<file path="src/rtl/hrwa_pkg.sv">
package hrwa_pkg;

  localparam int unsigned BYTE_W = 8;

  typedef enum logic {
    PH_FIRST  = 1'b0,
    PH_SECOND = 1'b1
  } phase_e;

endpackage

</file>
<file path="src/rtl/hrwa_phase_ctrl.sv">
module hrwa_phase_ctrl
  import hrwa_pkg::*;
(
  input  logic   clk,
  input  logic   rst,
  input  logic   comma,
  output phase_e phase,
  output logic   load_first,
  output logic   load_second
);

  phase_e phase_q;

  // a comma always restarts a pair; otherwise the state alternates
  always_comb begin
    load_first  = comma || (phase_q == PH_FIRST);
    load_second = !load_first;
  end

  always_ff @(posedge clk) begin
    if (rst) begin
      phase_q <= PH_FIRST;
    end else if (load_first) begin
      phase_q <= PH_SECOND;
    end else begin
      phase_q <= PH_FIRST;
    end
  end

  assign phase = phase_q;

  AST_COMMA_STARTS_PAIR: assert property (@(posedge clk) disable iff (rst)
    comma |=> (phase_q == PH_SECOND));

endmodule

</file>
<file path="src/rtl/hrwa_half_capture.sv">
module hrwa_half_capture
  import hrwa_pkg::*;
#(
  parameter int unsigned HALF_W = 16
)(
  input  logic              clk,
  input  logic              rst,
  input  logic              load_first,
  input  logic [HALF_W-1:0] data,
  input  logic              comma,
  output logic [HALF_W-1:0] first_q,
  output logic              comma_q
);

  localparam int unsigned LANES = HALF_W / BYTE_W;

  for (genvar g = 0; g < LANES; g++) begin : g_lane
    logic [BYTE_W-1:0] lane_q;
    always_ff @(posedge clk) begin
      if (rst) begin
        lane_q <= '0;
      end else if (load_first) begin
        lane_q <= data[g*BYTE_W +: BYTE_W];
      end
    end
    assign first_q[g*BYTE_W +: BYTE_W] = lane_q;
  end

  // comma extender: hold the first-half flag until the pair completes
  always_ff @(posedge clk) begin
    if (rst) begin
      comma_q <= 1'b0;
    end else if (load_first) begin
      comma_q <= comma;
    end
  end

  AST_FIRST_HELD: assert property (@(posedge clk) disable iff (rst)
    !load_first |=> $stable(first_q));

endmodule

</file>
<file path="src/rtl/hrwa_out_stage.sv">
module hrwa_out_stage
  import hrwa_pkg::*;
#(
  parameter int unsigned HALF_W = 16
)(
  input  logic                clk,
  input  logic                rst,
  input  logic                load_second,
  input  logic [HALF_W-1:0]   first_q,
  input  logic                first_comma,
  input  logic [HALF_W-1:0]   data,
  output logic [2*HALF_W-1:0] dw,
  output logic                dw_comma,
  output logic                hclk
);

  localparam int unsigned LANES = HALF_W / BYTE_W;

  for (genvar g = 0; g < LANES; g++) begin : g_lane
    logic [BYTE_W-1:0] hi_q;
    logic [BYTE_W-1:0] lo_q;
    always_ff @(posedge clk) begin
      if (rst) begin
        hi_q <= '0;
        lo_q <= '0;
      end else if (load_second) begin
        hi_q <= first_q[g*BYTE_W +: BYTE_W];
        lo_q <= data[g*BYTE_W +: BYTE_W];
      end
    end
    assign dw[HALF_W + g*BYTE_W +: BYTE_W] = hi_q;
    assign dw[g*BYTE_W +: BYTE_W]          = lo_q;
  end

  always_ff @(posedge clk) begin
    if (rst) begin
      dw_comma <= 1'b0;
      hclk     <= 1'b0;
    end else begin
      hclk <= load_second;
      if (load_second) begin
        dw_comma <= first_comma;
      end
    end
  end

  AST_OUT_STABLE: assert property (@(posedge clk) disable iff (rst)
    !load_second |=> ($stable(dw) && $stable(dw_comma)));

endmodule

</file>
<file path="src/rtl/half_rate_word_assembler.sv">
module half_rate_word_assembler
  import hrwa_pkg::*;
#(
  parameter int unsigned HALF_W = 16
)(
  input  logic                rx_clk,
  input  logic                rst,
  input  logic [HALF_W-1:0]   rx_data,
  input  logic                rx_comma,
  output logic                half_clk,
  output logic [2*HALF_W-1:0] dw_data,
  output logic                dw_comma
);

  phase_e            phase;
  logic              load_first;
  logic              load_second;
  logic [HALF_W-1:0] first_q;
  logic              first_comma;

  hrwa_phase_ctrl u_phase (
    .clk         (rx_clk),
    .rst         (rst),
    .comma       (rx_comma),
    .phase       (phase),
    .load_first  (load_first),
    .load_second (load_second)
  );

  hrwa_half_capture #(.HALF_W(HALF_W)) u_first (
    .clk        (rx_clk),
    .rst        (rst),
    .load_first (load_first),
    .data       (rx_data),
    .comma      (rx_comma),
    .first_q    (first_q),
    .comma_q    (first_comma)
  );

  hrwa_out_stage #(.HALF_W(HALF_W)) u_out (
    .clk         (rx_clk),
    .rst         (rst),
    .load_second (load_second),
    .first_q     (first_q),
    .first_comma (first_comma),
    .data        (rx_data),
    .dw          (dw_data),
    .dw_comma    (dw_comma),
    .hclk        (half_clk)
  );

  AST_RESET_CLEARS: assert property (@(posedge rx_clk)
    rst |=> (!half_clk && !dw_comma && dw_data == '0));

  AST_HCLK_NOT_TWICE: assert property (@(posedge rx_clk) disable iff (rst)
    half_clk |=> !half_clk);

  AST_HCLK_ON_DONE: assert property (@(posedge rx_clk) disable iff (rst)
    (phase == PH_SECOND && !rx_comma) |=> half_clk);

  AST_LOWER_HALF: assert property (@(posedge rx_clk) disable iff (rst)
    (phase == PH_SECOND && !rx_comma) |=> dw_data[HALF_W-1:0] == $past(rx_data));

endmodule

</file>
<file path="config.mk">
export PLATFORM = sky130hd
export DESIGN_NAME = half_rate_word_assembler
export DESIGN_NICKNAME = d
export VERILOG_FILES = /design/src/rtl/hrwa_pkg.sv /design/src/rtl/hrwa_phase_ctrl.sv /design/src/rtl/hrwa_half_capture.sv /design/src/rtl/hrwa_out_stage.sv /design/src/rtl/half_rate_word_assembler.sv
export SDC_FILE = /design/constraint.sdc
export NUM_CORES = 1
export LEC_CHECK = 0
export BUFFER_PORTS_ARGS = -buffer_cell sky130_fd_sc_hd__buf_2
export CORE_UTILIZATION = 40
export CTS_CLUSTER_DIAMETER = 150
export CTS_CLUSTER_SIZE = 24
export DETAILED_ROUTE_END_ITERATION = 12
export MAX_ROUTING_LAYER = met4
export PLACE_DENSITY = 0.67
export SYNTH_ARGS = -nofsm -noshare
export SYNTH_HDL_FRONTEND = slang
export SYNTH_SLANG_ARGS = --single-unit
</file>
<file path="constraint.sdc">
create_clock -name rx_clk -period 1.7 [get_ports rx_clk]
set_input_delay 0.17 -clock rx_clk [delete_from_list [all_inputs] [get_ports rx_clk]]
set_output_delay 0.17 -clock rx_clk [all_outputs]
set_load 0.01 [all_outputs]
</file>
==> impl_metrics.csv <==
group,metric,value,unit
sta,rsz0062_at_grt,"no",
placed_design,finalWeightedCongestion,0.6737,
die,fp.dieH,72.68,um
routing,vias,1411,
routing,initialDrtViolationCount,90,
synthesis,netlist_area,1998,sq um
clock_network,clock-sinks,52,
clock_network,holdBufCountCts,0,
critical_path,critPathKind,"reg -> reg",
routing,drt_wl_total,3618,um
global_routing,grt_max_degree,29,
sta,hold_viol_final,0,
routing,wl_met1,1781,um
routing,met2WireLength,1640,um
placed_design,numPortBuffers,52,
synthesis,yosys_warnings,0,
clock_network,clk_pin_slew_worst_paths,0.09,ns
sta,relSlewSlack,76.82,%
routing,routedWlPerCell,11.86,um
outcome,status,"finished, final reports clean",
power_and_ir_drop,ir_worst_vdd,0.4604,mV
critical_path,crit_fanout,12,
power_and_ir_drop,powerDensity,939.7,nW/um^2
critical_path,cp.arrival,1.35,ns
routing,firstDrtPassIters,4,
power_and_ir_drop,p_sw,0.5054,mW
synthesis,synth_cell_types,13,
synthesis,syn_inst,189,
layout,final_net_count,257,
synthesis,seq_area_frac_synth,52.10,%
layout,fin_area,2406,sq um
global_routing,overflow,0,
die,ios,53,
layout,area_delta_synth_final,20.41,%
clock_network,cts_resized,0,
synthesis,synth-seq-cells,52,
power_and_ir_drop,leakage,1.068,nW
sta,setup_viol_count_final,0,
worst_hold_path,hold_class,"in -> reg",
critical_path,worstPathRequired,1.93,ns
sta,period_share,66.04,%
critical_path,startpoint_type,"flop",
power_and_ir_drop,intPower,1.755,mW
global_routing,grt_pass1_wl,6078,um
layout,layout-drive-gt1-share,28.15,%
die,core_region_area,4755,sq um
clock_network,cts.path.max_buffers,2,
sta,fin_worst_skew,0.003251,ns
layout,utilization,50.61,%
global_routing,antenna_found_initial,0,
critical_path,end_kind,"flop",
synthesis,synth_nets,208,
sta,drv_slew,0,
die,die_x,72.68,um
routing,drc,0,
global_routing,grt_usage,15.52,%
die,dieArea,5282,sq um
power_and_ir_drop,clock_power_share,32.2,%
layout,num_antenna_cells,0,
sta,worst_pin_slew,0.3478,ns
clock_network,cts_tree,"yes",
placed_design,hpwlAfterDp,2496,um
routing,highest_layer,"met4",
synthesis,synth_area_per_cell,10.57,sq um
placed_design,placed_cell_area,2310,sq um
run,drv_cap,0,
sta,max_freq,890.8,MHz
routing,dr_wl_met3,136,um
power_and_ir_drop,combPwrFrac,10.2,%
sta,period_minus_slack,1.123,ns
clock_network,htreeDepth,2,
routing,antenna_left,0,
clock_network,cts_buffers,5,
die,initial_core_util,42.03,%
sta,finalSetupTns,0,ns
layout,final_cell_mix,"52 x buf_2, 52 x dfxtp_1, 49 x nand2b_1",
clock_network,cts_root_buffer,"clkbuf_8",
global_routing,grt_pass1_vias,1355,
power_and_ir_drop,p_seq_share,57.5,%
power_and_ir_drop,p_sw_share,22.36,%
clock_network,clock_latency,0.29,ns
die,num_rows,25,
clock_network,cts_setup_buffers,0,
routing,viasPerCell,4.626,
[kinds of logic after synthesis]
| kind of cell | Yosys count | share of synthesized area [%] |
|---|---|---|
| compound gates | 34 | 8.516 |
| mux | 16 | 8.015 |
| buf+inv | 16 | 4.884 |
| flops | 52 | 52.10 |
| simple gates | 71 | 26.49 |
[registers in the layout, summed over array words and instances (netlist names)]
signal and count:
u_out.hclk 1, u_out.g_lane.lo_q 16, u_out.dw_comma 1, u_first.g_lane.lane_q 16, u_out.g_lane.hi_q 16, u_phase.phase 1
u_first.comma_q 1
[through the flow]
stage	worst slack (ns)	instances	total power, mW	hold WS, ns
floorplan	0.7692	189	1.485	0.3375
global placement	0.5582	298	1.561	0.4535
detailed placement	0.5321	298	1.564	0.4523
CTS	0.5538	305	2.283	0.1447
global route	0.4606	305	2.366	0.1411
finish	0.5774	305	2.261	0.1423
[cell type report]
| type | instances | area (sq um) |
|---|---|---|
| fillers | 472 | 2349 |
| multi-input cells | 121 | 867.1 |
| clock buffers | 7 | 96.34 |
| repair buffers | 58 | 317.8 |
| well taps | 67 | 83.83 |
| flip-flops and latches | 52 | 1041 |
[path summary, 6_finish.rpt]
check / cells past startpoint / slack, ns / from / endpoint
setup / recovery: 3 / 0.58 / u_phase.phase / u_out.g_lane[0].lo_q[6]
hold reg to reg: 2 / 0.46 / u_out.g_lane[1].hi_q[6] / u_out.g_lane[1].hi_q[6]
setup reg to reg: 3 / 0.58 / u_phase.phase / u_out.g_lane[0].lo_q[6]
hold / removal: 3 / 0.14 / rx_data[2] / u_first.g_lane[0].lane_q[2]
[critical path: stages (launching register included)]
cell     delay, ns
dfxtp_1       0.34
nor2b_4       0.29
buf_4         0.23
mux2i_1       0.19
[Yosys cell counts, drive strengths merged]
master | number | area share, %
a21oi | 1 | 0.25
buf | 11 | 3.9
clkbuf | 5 | 0.94
dfxtp | 52 | 52
mux2i | 16 | 8.0
nand2b | 50 | 16
nand4bb | 17 | 9.6
nor2 | 3 | 0.56
nor2b | 1 | 0.31
o21ai | 33 | 8.3
[power by group through the flow]
stage               sequential (mW)  combinational [mW]  clock, mW
finish                         1.30               0.232      0.729
global route                   1.31               0.256      0.801
CTS                            1.30               0.236      0.746
detailed placement             1.33               0.235          0
global placement               1.33               0.232          0
floorplan                      1.34               0.144          0
[per-layer routing]
layer	track usage, %	vias up
li1	-	736
met1	19.50	641
met2	23.68	30
met3	3.591	4
met4	7.190	0
met5	-	-
No activity file was read; power rests on OpenSTA's default activity.
